===== src/rtl/sar_pkg.sv =====
package sar_pkg;

    typedef enum logic [1:0] {
        SEQ_IDLE   = 2'd0,
        SEQ_HOLD   = 2'd1,
        SEQ_TRIAL  = 2'd2,
        SEQ_FINISH = 2'd3
    } seq_state_e;

endpackage


===== src/rtl/sar_edge_sync.sv =====
// Level synchronizer with a payload carried alongside, plus edge pulses.
module sar_edge_sync #(
    parameter int STAGES = 2,
    parameter int PAY_W  = 1
) (
    input  logic             clk,
    input  logic             rst_n,
    input  logic             lvl_i,
    input  logic [PAY_W-1:0] pay_i,
    output logic             rise_o,
    output logic             fall_o,
    output logic [PAY_W-1:0] pay_o
);

    typedef struct packed {
        logic [STAGES-1:0]            lvl;
        logic                         prev;
        logic [STAGES-1:0][PAY_W-1:0] pay;
    } sync_t;

    sync_t s_d, s_q;

    always_comb begin
        s_d        = s_q;
        s_d.lvl[0] = lvl_i;
        s_d.pay[0] = pay_i;
        for (int i = 1; i < STAGES; i++) begin
            s_d.lvl[i] = s_q.lvl[i-1];
            s_d.pay[i] = s_q.pay[i-1];
        end
        s_d.prev = s_q.lvl[STAGES-1];
    end

    always_ff @(posedge clk or negedge rst_n) begin
        if (!rst_n) begin
            s_q <= '0;
        end else begin
            s_q <= s_d;
        end
    end

    assign rise_o = s_q.lvl[STAGES-1] & ~s_q.prev;
    assign fall_o = ~s_q.lvl[STAGES-1] & s_q.prev;
    assign pay_o  = s_q.pay[STAGES-1];

endmodule


===== src/rtl/sar_chan_latch.sv =====
// Holds the selected channel and decodes it to a one-hot select.
module sar_chan_latch #(
    parameter int CHAN_W = 3,
    localparam int NCH   = 1 << CHAN_W
) (
    input  logic              clk,
    input  logic              rst_n,
    input  logic              cap_i,
    input  logic [CHAN_W-1:0] addr_i,
    output logic [NCH-1:0]    sel_o
);

    logic [CHAN_W-1:0] chan_d, chan_q;

    always_comb begin
        chan_d = chan_q;
        if (cap_i) begin
            chan_d = addr_i;
        end
    end

    always_ff @(posedge clk or negedge rst_n) begin
        if (!rst_n) begin
            chan_q <= '0;
        end else begin
            chan_q <= chan_d;
        end
    end

    for (genvar g = 0; g < NCH; g++) begin : g_dec
        assign sel_o[g] = (chan_q == CHAN_W'(g));
    end

endmodule


===== src/rtl/sar_seq.sv =====
// Bit-trial sequencer, approximation register and result register.
module sar_seq
    import sar_pkg::*;
#(
    parameter int DATA_W     = 8,
    parameter int TRIAL_CLKS = 8
) (
    input  logic              clk,
    input  logic              rst_n,
    input  logic              start_rise,
    input  logic              start_fall,
    input  logic              cmp_below,
    output logic [DATA_W-1:0] trial_code,
    output logic [DATA_W-1:0] result,
    output logic              eoc,
    output logic              in_hold,
    output logic              in_trial
);

    localparam int BIT_W = (DATA_W > 1) ? $clog2(DATA_W) : 1;
    localparam int CNT_W = (TRIAL_CLKS > 1) ? $clog2(TRIAL_CLKS) : 1;
    localparam logic [CNT_W-1:0] CNT_LAST = CNT_W'(TRIAL_CLKS - 1);
    localparam logic [BIT_W-1:0] BIT_TOP  = BIT_W'(DATA_W - 1);

    typedef struct packed {
        seq_state_e        state;
        logic [BIT_W-1:0]  bit_idx;
        logic [CNT_W-1:0]  cnt;
        logic [DATA_W-1:0] code;
        logic [DATA_W-1:0] result;
        logic              eoc;
    } seq_t;

    seq_t r_d, r_q;

    always_comb begin
        r_d = r_q;
        if (start_rise) begin
            // clear and wait for the falling edge; result is left alone
            r_d.state = SEQ_HOLD;
            r_d.code  = '0;
            r_d.cnt   = '0;
            r_d.eoc   = 1'b0;
        end else begin
            unique case (r_q.state)
                SEQ_IDLE: begin
                end
                SEQ_HOLD: begin
                    if (start_fall) begin
                        r_d.state           = SEQ_TRIAL;
                        r_d.bit_idx         = BIT_TOP;
                        r_d.cnt             = '0;
                        r_d.code            = '0;
                        r_d.code[DATA_W-1]  = 1'b1;
                    end
                end
                SEQ_TRIAL: begin
                    if (r_q.cnt == CNT_LAST) begin
                        r_d.cnt = '0;
                        if (cmp_below) begin
                            r_d.code[r_q.bit_idx] = 1'b0;
                        end
                        if (r_q.bit_idx == '0) begin
                            r_d.state  = SEQ_FINISH;
                            r_d.result = r_d.code;
                        end else begin
                            r_d.bit_idx             = r_q.bit_idx - 1'b1;
                            r_d.code[r_d.bit_idx]   = 1'b1;
                        end
                    end else begin
                        r_d.cnt = r_q.cnt + 1'b1;
                    end
                end
                SEQ_FINISH: begin
                    r_d.eoc   = 1'b1;
                    r_d.state = SEQ_IDLE;
                end
                default: r_d.state = SEQ_IDLE;
            endcase
        end
    end

    always_ff @(posedge clk or negedge rst_n) begin
        if (!rst_n) begin
            r_q <= '{state: SEQ_IDLE, default: '0};
        end else begin
            r_q <= r_d;
        end
    end

    assign trial_code = r_q.code;
    assign result     = r_q.result;
    assign eoc        = r_q.eoc;
    assign in_hold    = (r_q.state == SEQ_HOLD);
    assign in_trial   = (r_q.state == SEQ_TRIAL);

endmodule


===== src/rtl/sar_out_gate.sv =====
// Result bus gating in place of a three-state driver.
module sar_out_gate #(
    parameter int DATA_W = 8
) (
    input  logic              oe_i,
    input  logic [DATA_W-1:0] data_i,
    output logic [DATA_W-1:0] data_o,
    output logic              valid_o
);

    for (genvar g = 0; g < DATA_W; g++) begin : g_gate
        assign data_o[g] = data_i[g] & oe_i;
    end
    assign valid_o = oe_i;

endmodule


===== src/rtl/sar_adc_ctrl.sv =====
module sar_adc_ctrl #(
    parameter int DATA_W      = 8,
    parameter int CHAN_W      = 3,
    parameter int TRIAL_CLKS  = 8,
    parameter int SYNC_STAGES = 2,
    localparam int NCH        = 1 << CHAN_W
) (
    input  logic              clk,
    input  logic              rst_n,
    input  logic [CHAN_W-1:0] chan_addr,
    input  logic              addr_strobe,
    input  logic              start,
    input  logic              cmp_below,
    output logic [DATA_W-1:0] trial_code,
    output logic [NCH-1:0]    chan_sel,
    output logic              eoc,
    input  logic              data_oe,
    output logic [DATA_W-1:0] data_out,
    output logic              data_valid
);

    logic              start_rise, start_fall;
    logic              strobe_rise, strobe_fall;
    logic [CHAN_W-1:0] addr_sync;
    logic [0:0]        start_pay;
    logic [DATA_W-1:0] result_q;
    logic              in_hold, in_trial;

    sar_edge_sync #(.STAGES(SYNC_STAGES), .PAY_W(1)) u_start_sync (
        .clk    (clk),
        .rst_n  (rst_n),
        .lvl_i  (start),
        .pay_i  (1'b0),
        .rise_o (start_rise),
        .fall_o (start_fall),
        .pay_o  (start_pay)
    );

    sar_edge_sync #(.STAGES(SYNC_STAGES), .PAY_W(CHAN_W)) u_strobe_sync (
        .clk    (clk),
        .rst_n  (rst_n),
        .lvl_i  (addr_strobe),
        .pay_i  (chan_addr),
        .rise_o (strobe_rise),
        .fall_o (strobe_fall),
        .pay_o  (addr_sync)
    );

    sar_chan_latch #(.CHAN_W(CHAN_W)) u_chan (
        .clk    (clk),
        .rst_n  (rst_n),
        .cap_i  (strobe_rise),
        .addr_i (addr_sync),
        .sel_o  (chan_sel)
    );

    sar_seq #(.DATA_W(DATA_W), .TRIAL_CLKS(TRIAL_CLKS)) u_seq (
        .clk        (clk),
        .rst_n      (rst_n),
        .start_rise (start_rise),
        .start_fall (start_fall),
        .cmp_below  (cmp_below),
        .trial_code (trial_code),
        .result     (result_q),
        .eoc        (eoc),
        .in_hold    (in_hold),
        .in_trial   (in_trial)
    );

    sar_out_gate #(.DATA_W(DATA_W)) u_gate (
        .oe_i    (data_oe),
        .data_i  (result_q),
        .data_o  (data_out),
        .valid_o (data_valid)
    );

endmodule


===== config.mk =====
export PLATFORM = sky130hd
export DESIGN_NAME = sar_adc_ctrl
export DESIGN_NICKNAME = d
export VERILOG_FILES = /design/src/rtl/sar_pkg.sv /design/src/rtl/sar_edge_sync.sv /design/src/rtl/sar_chan_latch.sv /design/src/rtl/sar_seq.sv /design/src/rtl/sar_out_gate.sv /design/src/rtl/sar_adc_ctrl.sv
export SDC_FILE = /design/constraint.sdc
export NUM_CORES = 1
export LEC_CHECK = 0
export BUFFER_PORTS_ARGS = -buffer_cell sky130_fd_sc_hd__clkbuf_2
export CAP_MARGIN = 25
export CORE_UTILIZATION = 47
export DETAILED_ROUTE_END_ITERATION = 12
export PLACE_DENSITY = 0.75
export SLEW_MARGIN = 20
export SYNTH_ARGS = -nofsm -noshare
export SYNTH_HDL_FRONTEND = slang
export SYNTH_SLANG_ARGS = --single-unit

===== constraint.sdc =====
create_clock -name clk -period 2.2 [get_ports clk]
set_input_delay 0.55 -clock clk [delete_from_list [all_inputs] [get_ports clk]]
set_output_delay 0.55 -clock clk [all_outputs]
set_load 0.02 [all_outputs]

==> results of run 1 <==
worst register-to-register path: stages, from the launching register on:
cell      delay, ns
dfrtp_1        0.46
clkinv_1       0.28
ha_1           0.33
nand2b_1       0.15
or3_1          0.48
nand2_1        0.14
o21ai_1        0.10
layout by cell type (no fill, tap or decap), types with 3 or more instances in the layout:
cell type and count:
dfrtp_1 40, nand2_1 16, o21ai_0 4, nor3_1 7, mux2_2 3, o21ai_1 5, nand2b_1 8, a21oi_1 6
a21oi_2 3, nor2_1 9, ha_1 7, inv_1 5, nor3b_1 3, clkbuf_2 34, o2bb2ai_1 7, and2_1 8
clkbuf_8 5, mux2i_1 3, a22o_1 3, nand3_1 6, o31ai_1 3
area by class of cell:
| class | count | area, um2 | share of cell area |
|---|---|---|---|
| sequential | 40 | 1000 | 0.440 |
| multi-input combinational | 129 | 897 | 0.394 |
| timing repair buffer | 36 | 185 | 0.0814 |
| clock buffer | 6 | 72.6 | 0.0319 |
| tap | 50 | 62.6 | 0.0275 |
| clock inverter | 2 | 35.0 | 0.0154 |
| inverter | 6 | 22.5 | 0.00990 |
state kept, by name, indices dropped and copies added, names as in the netlist:
signal and cells:
u_seq.r_q 8, u_seq.result 8, u_seq.trial_code 8, u_strobe_sync.s_d 5
u_chan.chan_q 3, u_strobe_sync.pay_o 3, u_start_sync.s_d 2, u_seq.eoc 1
u_start_sync.s_q 1, u_strobe_sync.s_q 1
metrics by stage:
| step | std cells | cell area (um2) | util |
|---|---|---|---|
| floorplan | 191 | 2040 | - |
| global placement | 261 | 2170 | 0.531 |
| detailed placement | 261 | 2170 | 0.531 |
| CTS | 269 | 2280 | 0.557 |
| global route | 269 | 2280 | 0.557 |
| finish | 269 | 2280 | 0.557 |
cells by family after synthesis:
kind of cell | count (synthesis)
AND/OR/NAND/NOR | 71
AO/OA/AOI/OAI | 45
flip-flops | 40
buffers and inverters | 22
adder cells (fa/ha/maj) | 7
multiplexers | 6
path summary, 6_finish.rpt:
kind / from / end / slack (ns)
max: u_seq.r_q[20]$_DFFE_PN0P_ / u_seq.result[7]$_DFFE_PN0P_ / 0.18
min: rst_n / u_seq.trial_code[1]$_DFFE_PN0P_ / 0.31
max reg2reg: u_seq.r_q[20]$_DFFE_PN0P_ / u_seq.result[7]$_DFFE_PN0P_ / 0.18
min reg2reg: u_start_sync.s_d[4]$_DFF_PN0_ / u_start_sync.s_d[2]$_DFF_PN0_ / 0.35
max in group asynchronous: rst_n / u_seq.r_q[24]$_DFFE_PN0P_ / 1.55
min in group clk: u_start_sync.s_d[4]$_DFF_PN0_ / u_start_sync.s_d[2]$_DFF_PN0_ / 0.35
Yosys cell counts, types with 2 or more instances:
master	n
buf_6	2
a21oi_2	3
o21ai_1	5
nor2_1	9
o22ai_1	2
nand3_1	6
mux2_2	3
mux2i_1	3
and3_1	2
inv_1	5
o31ai_1	3
nor2b_1	2
nor3_1	7
nor3b_1	3
and2_1	8
a21oi_1	6
and3b_1	2
dfrtp_1	40
nand2_1	16
buf_4	10
buf_2	3
nand2b_1	8
nand3b_1	2
ha_1	7
o21ai_2	2
o21ai_0	4
a22o_1	3
o2bb2ai_1	7
power breakdown:
part           total, mW  switching, mW  leakage (nW)  internal (mW)
Sequential         0.853         0.0567         0.458          0.797
Combinational      0.675          0.396         0.543          0.280
Clock              0.577          0.241        0.0552          0.336
metal layers:
| metal | up-vias | GRT usage | share of wire |
|---|---|---|---|
| met5 | - | 0 | 0 |
| met4 | 0 | 0.0625 | 0.012 |
| met3 | 5 | 0.0500 | 0.048 |
| met2 | 38 | 0.296 | 0.48 |
| met1 | 676 | 0.217 | 0.46 |
| li1 | 718 | - | - |
==> results.rst, run 1 <==
.. list-table::
   :header-rows: 1

   * - Metric
     - Value
   * - Status
     - completed
   * - Post-route total power
     - 2.11 mW
   * - Pre-CTS worst setup slack
     - 0.188 ns
   * - Critical Path Stages
     - 6
   * - Die H
     - 67.8 um
   * - Static power due to leakage
     - 1.06 nW
   * - Via count
     - 1437
   * - Number of rows created at floorplan
     - 23
   * - Number of buffers added by the clock tree synthesis step
     - 5
   * - Total nets after synthesis
     - 207
   * - Area of the die
     - 0.00460 mm2
   * - Number of setup violations in the final report
     - 0
   * - Final weighted congestion in routability-driven placement
     - 0.855
   * - Synth Area in Compound Gates
     - 0.174
   * - Sequential cell area fraction in the yosys report
     - 0.491
   * - Share of layout cells above drive strength 1
     - 0.269
   * - Top Ports
     - 35
   * - Hold_buf cts
     - 0
   * - Worst R2R Path Depth
     - 6
   * - Slowest stage cell on the critical path
     - or3_1
   * - Fill cell total of the finished layout
     - 369
   * - Setup repair after global routing missed its margin
     - no
   * - Achievable clock frequency
     - 496 MHz
   * - HPWL after detailed placement
     - 2.69 mm
   * - Pin count of the biggest net entering global routing
     - 41
   * - Post-Synth Adder-Cell Area
     - 0.0430
   * - Core area
     - 0.00409 mm2
   * - Synth top area share
     - 0.491
   * - Buffer and inverter count on the worst path
     - 1
   * - Starting utilization of the core area
     - 0.498
   * - Async set or reset register ratio after synthesis
     - 1.00
   * - Final critical delay including setup and external delays
     - 2.02 ns
   * - Max-slew violation count
     - 0
   * - Top_reg_cell synth
     - dfrtp_1
   * - Worst-Skew Late Latency
     - 0.29 ns
   * - EDFF count, synth
     - 0
   * - Dominant combinational cell family by area after synthesis
     - simple AND/OR/NAND/NOR gates
   * - Max-slew headroom
     - 0.635
   * - Synth Area in Simple Gates
     - 0.192
   * - Flops & latches, synth
     - 40
   * - Min setup slack post-route
     - 0.183 ns
   * - Post-synthesis area per instance
     - 10.7 um2
   * - Post CTS Setup Buffer Count
     - 0
   * - Total number of yosys warnings
     - 0
   * - Area leader, netlist
     - dfrtp_1
   * - Slowest Stage Delay on Critical Path
     - 0.48 ns
   * - Cells along the critical path
     - clkinv_1 -> ha_1 -> nand2b_1 -> or3_1 -> nand2_1 -> o21ai_1
   * - Kind of cell with the highest combined delay on the critical path
     - simple AND/OR/NAND/NOR gates
   * - Overall track demand over capacity in global routing
     - 0.177
   * - Antenna violations before repair
     - 0
   * - Crit path launch type
     - register
   * - Routed WL
     - 3.69 mm
   * - Summed instance area of the synthesized netlist
     - 0.00204 mm2
   * - Worst hold margin
     - 0.309 ns
   * - Mux share of post-synthesis cell area
     - 0.0313
   * - Number of iterations in the first detailed-routing pass
     - 4
   * - Per-cell via count in the routed design
     - 5.34
   * - P per Cell Area
     - 925 mW/mm2
   * - Max Cap Violations
     - 0
   * - Maximum net fanout on the critical path
     - 16
   * - Wire per inst
     - 13.7 um
   * - Total DRC errors in the routed layout
     - 0
   * - Total negative slack for setup checks
     - 0 ns
   * - Number of antenna-violating nets in the routed design
     - 0
   * - Startpoint-to-endpoint class of the critical path
     - register to register
   * - Worst hold path type
     - primary input to async pin
   * - Number of global-route vias before repair
     - 1273
   * - Number of sinks handled by clock tree synthesis
     - 40
   * - Gate count of the mapped netlist
     - 191
   * - Buffers on Ports
     - 34
   * - Clock Root Buffer
     - clkbuf_8
   * - Slew at the pin closest to its max-slew limit
     - 0.548 ns
   * - Synthesis-to-layout area growth
     - 11.7%
   * - Post-synthesis share of cell area spent on xor and xnor gates
     - 0
   * - Resized cells post-CTS
     - 0
   * - Die boundary width
     - 67.8 um
   * - 1st-iter DRT viols
     - 72
   * - Data arrival time of the critical path
     - 2.23 ns
   * - Clock transition at the registers of the reported paths
     - 0.07 ns
   * - Clock H-tree levels
     - 2
   * - Number of buffers on the longest clock path
     - 2
   * - Skew final
     - 0.00596 ns
   * - Type of element capturing the critical path
     - register
   * - Data required time of the worst path
     - 2.41 ns
   * - Clock tree from TritonCTS
     - built
   * - Leading cell types by total area after synthesis
     - dfrtp_1 (49%), ha_1 (4.3%), buf_4 (3.7%)
   * - Crit share post-route
     - 0.917
   * - Fin nets
     - 234
   * - Final Hold Fails
     - 0
   * - Remaining global-route overflow
     - 0
   * - Count of different cell masters after synthesis
     - 46
   * - VDD IR max
     - 0.377 mV
   * - Ant. Diodes
     - 0
   * - First-pass GRT wire length
     - 5.93 mm
(Power assumes the default switching activity.)
==> run 2: changes to the inputs <==
--- a/config.mk
+++ b/config.mk
@@ -7,9 +7,12 @@
 export LEC_CHECK = 0
 export BUFFER_PORTS_ARGS = -buffer_cell sky130_fd_sc_hd__clkbuf_2
 export CAP_MARGIN = 25
-export CORE_UTILIZATION = 47
+export CELL_PAD_IN_SITES_DETAIL_PLACEMENT = 0
+export CELL_PAD_IN_SITES_GLOBAL_PLACEMENT = 1
+export CORE_UTILIZATION = 43
 export DETAILED_ROUTE_END_ITERATION = 12
-export PLACE_DENSITY = 0.75
+export GPL_TIMING_DRIVEN = 0
+export PLACE_DENSITY = 0.84
 export SLEW_MARGIN = 20
 export SYNTH_ARGS = -nofsm -noshare
 export SYNTH_HDL_FRONTEND = slang
==> results.rst, run 2 (synthesized netlist as in run 1, its figures left out) <==
.. list-table::
   :header-rows: 1

   * - Metric
     - Value
   * - Startpoint-to-endpoint class of the critical path
     - register to register
   * - Top Ports
     - 35
   * - Post-route total power
     - 2.07 mW
   * - Number of iterations in the first detailed-routing pass
     - 6
   * - Max Cap Violations
     - 0
   * - Clock transition at the registers of the reported paths
     - 0.08 ns
   * - Data arrival time of the critical path
     - 2.16 ns
   * - Top sig layer
     - met4
   * - Starting utilization of the core area
     - 0.458
   * - Crit Reg-Reg Startpoint
     - u_seq.r_q[20]$_DFFE_PN0P_
   * - Count of placed standard cells including taps
     - 277
   * - Wire per inst
     - 14.2 um
   * - Overall track demand over capacity in global routing
     - 0.184
   * - Setup repair after global routing missed its margin
     - no
   * - Fraction of the core area covered by cells at the end of the flow
     - 0.534
   * - Fill cell total of the finished layout
     - 397
   * - Fin nets
     - 248
   * - Skew final
     - 0.00477 ns
   * - Non-filler cells, final
     - 285
   * - Number of setup violations in the final report
     - 0
   * - HPWL after detailed placement
     - 2.91 mm
   * - Core area
     - 0.00444 mm2
   * - Number of buffers on the longest clock path
     - 2
   * - Area of the die
     - 0.00502 mm2
   * - Launch instance of the worst min-delay path
     - u_strobe_sync.s_d[4]$_DFF_PN0_
   * - P per Cell Area
     - 870 mW/mm2
   * - VDD IR max
     - 0.638 mV
   * - Per-cell via count in the routed design
     - 5.13
   * - Area of all sequential standard cells
     - 0.00100 mm2
   * - Reported net switching power
     - 0.728 mW
   * - Max-slew headroom
     - 0.419
   * - Commonest non-fill, non-tap cells in the layout
     - dfrtp_1 (40), clkbuf_2 (33), nand2_1 (16), buf_4 (10), nor2_1 (9)
   * - Number of antenna-violating nets in the routed design
     - 0
   * - Clock H-tree levels
     - 2
   * - Hold Path End
     - u_strobe_sync.pay_o[1]$_DFF_PN0_
   * - 1st-iter DRT viols
     - 120
   * - Worst hold path type
     - register to register
   * - Clock tree from TritonCTS
     - built
   * - Fraction of power consumed by sequential logic
     - 0.415
   * - Final Hold Fails
     - 0
   * - Routed WL
     - 4.04 mm
   * - Final critical delay including setup and external delays
     - 1.98 ns
   * - Crit path launch type
     - register
   * - Worst R2R Path Depth
     - 7
   * - Capture point of the worst reg-to-reg path
     - u_seq.trial_code[7]$_DFFE_PN0P_
   * - Flop-to-flop setup slack
     - 0.22 ns
   * - Via count
     - 1463
   * - Data required time of the worst path
     - 2.39 ns
   * - Share of layout cells above drive strength 1
     - 0.318
   * - Comb power frac
     - 0.338
   * - Internal portion of total power
     - 1.34 mW
   * - Fraction of power spent switching nets
     - 0.352
   * - Number of buffers added by the clock tree synthesis step
     - 5
   * - Synthesis-to-layout area growth
     - 16.5%
   * - Total area of multi-input combinational cells
     - 897 um2
   * - Max-slew violation count
     - 0
   * - First-pass GRT wire length
     - 7.13 mm
   * - Final weighted congestion in routability-driven placement
     - 0.846
   * - Met1 layer wirelength in the final routing
     - 1.83 mm
   * - Maximum net fanout on the critical path
     - 8
   * - Number of global-route vias before repair
     - 1539
   * - Antenna violations before repair
     - 0
   * - Buffers on Ports
     - 34
   * - Clock power frac
     - 0.247
   * - Amount of wire on met2 after detailed routing
     - 1.98 mm
   * - Wire length on met3
     - 165 um
   * - Number of sinks handled by clock tree synthesis
     - 40
   * - Worst hold margin
     - 0.346 ns
   * - Total DRC errors in the routed layout
     - 0
   * - Die boundary width
     - 70.8 um
   * - Most common cell after layout, fill and taps aside
     - dfrtp_1
   * - Worst hold path cell count
     - 0
   * - Total negative slack for setup checks
     - 0 ns
   * - Crit share post-route
     - 0.898
   * - Type of element capturing the critical path
     - register
   * - Ant. Diodes
     - 0
   * - Clock Root Buffer
     - clkbuf_8
   * - Worst-Skew Late Latency
     - 0.29 ns
   * - Number of rows created at floorplan
     - 24
   * - Pin count of the biggest net entering global routing
     - 41
   * - Post CTS Setup Buffer Count
     - 0
   * - Static power due to leakage
     - 1.11 nW
   * - Remaining global-route overflow
     - 0
   * - Status
     - completed
   * - Achievable clock frequency
     - 506 MHz
   * - Die H
     - 70.8 um
   * - Slew at the pin closest to its max-slew limit
     - 0.872 ns
-- run 2: changes by cell type in the layout (fill, tap and decap cells not counted), sizes merged --
cell      delta
clkbuf       -1
clkinvlp     +3
bufinv       -1
buf         +15
clkinv       -2
-- run 2: repair_timing --
item	CTS	global route
hold buffers	0	0
endpoints found under the hold margin	0	0
setup endpoints to repair	0	1
gates resized for setup	0	1
-- run 2: how the worst max path moves through the flow --
stage,from,end,slack [ns],cells past startpoint
after floorplan,u_seq.r_q[20]$_DFFE_PN0P_,u_seq.result[6]$_DFFE_PN0P_,0.46,9
after global placement,u_seq.r_q[20]$_DFFE_PN0P_,u_seq.trial_code[7]$_DFFE_PN0P_,0.25,7
after detailed placement,u_seq.r_q[20]$_DFFE_PN0P_,u_seq.trial_code[7]$_DFFE_PN0P_,0.20,7
after CTS,u_seq.r_q[20]$_DFFE_PN0P_,u_seq.trial_code[7]$_DFFE_PN0P_,0.15,7
after global routing,u_seq.r_q[20]$_DFFE_PN0P_,u_seq.trial_code[7]$_DFFE_PN0P_,0.04,7
final,u_seq.r_q[20]$_DFFE_PN0P_,u_seq.trial_code[7]$_DFFE_PN0P_,0.22,7
-- run 2: layout make-up --
| type | instances | area share |
|---|---|---|
| Timing Repair Buffer | 34 | 0.0717 |
| Clock inverter | 2 | 0.00633 |
| Inverter | 6 | 0.0111 |
| Clock buffer | 6 | 0.0348 |
| Buffer | 16 | 0.0490 |
| Multi-Input combinational cell | 129 | 0.378 |
| Tap cell | 52 | 0.0274 |
| Sequential cell | 40 | 0.422 |
-- run 2: worst max-delay path: stages, from the launching register on --
cell and delay, ns:
dfrtp_1 0.32, buf_2 0.20, clkinvlp_4 0.21, ha_1 0.30, nand2b_1 0.15, mux2i_1 0.29, nand2_1 0.10, a311oi_1 0.30
-- run 2: per-layer routing --
metal  track usage  up-vias
met2         0.308       37
li1              -      744
met1         0.226      674
met4        0.0800        0
met3        0.0456        8
met5             0        -
-- run 2: through the flow --
| stage | cell area [um2] | setup WS, ns |
|---|---|---|
| finish | 2370 | 0.224 |
| global route | 2370 | 0.0378 |
| CTS | 2370 | 0.146 |
| detailed placement | 2270 | 0.199 |
| global placement | 2270 | 0.250 |
| floorplan | 2040 | 0.458 |
-- run 2: power groups by stage --
stage               clock network (mW)  logic (mW)  registers [mW]
global route                     0.563       0.771           0.864
detailed placement                   0       0.700           0.872
CTS                              0.529       0.702           0.857
floorplan                            0       0.530           0.865
finish                           0.510       0.698           0.858
global placement                     0       0.679           0.868
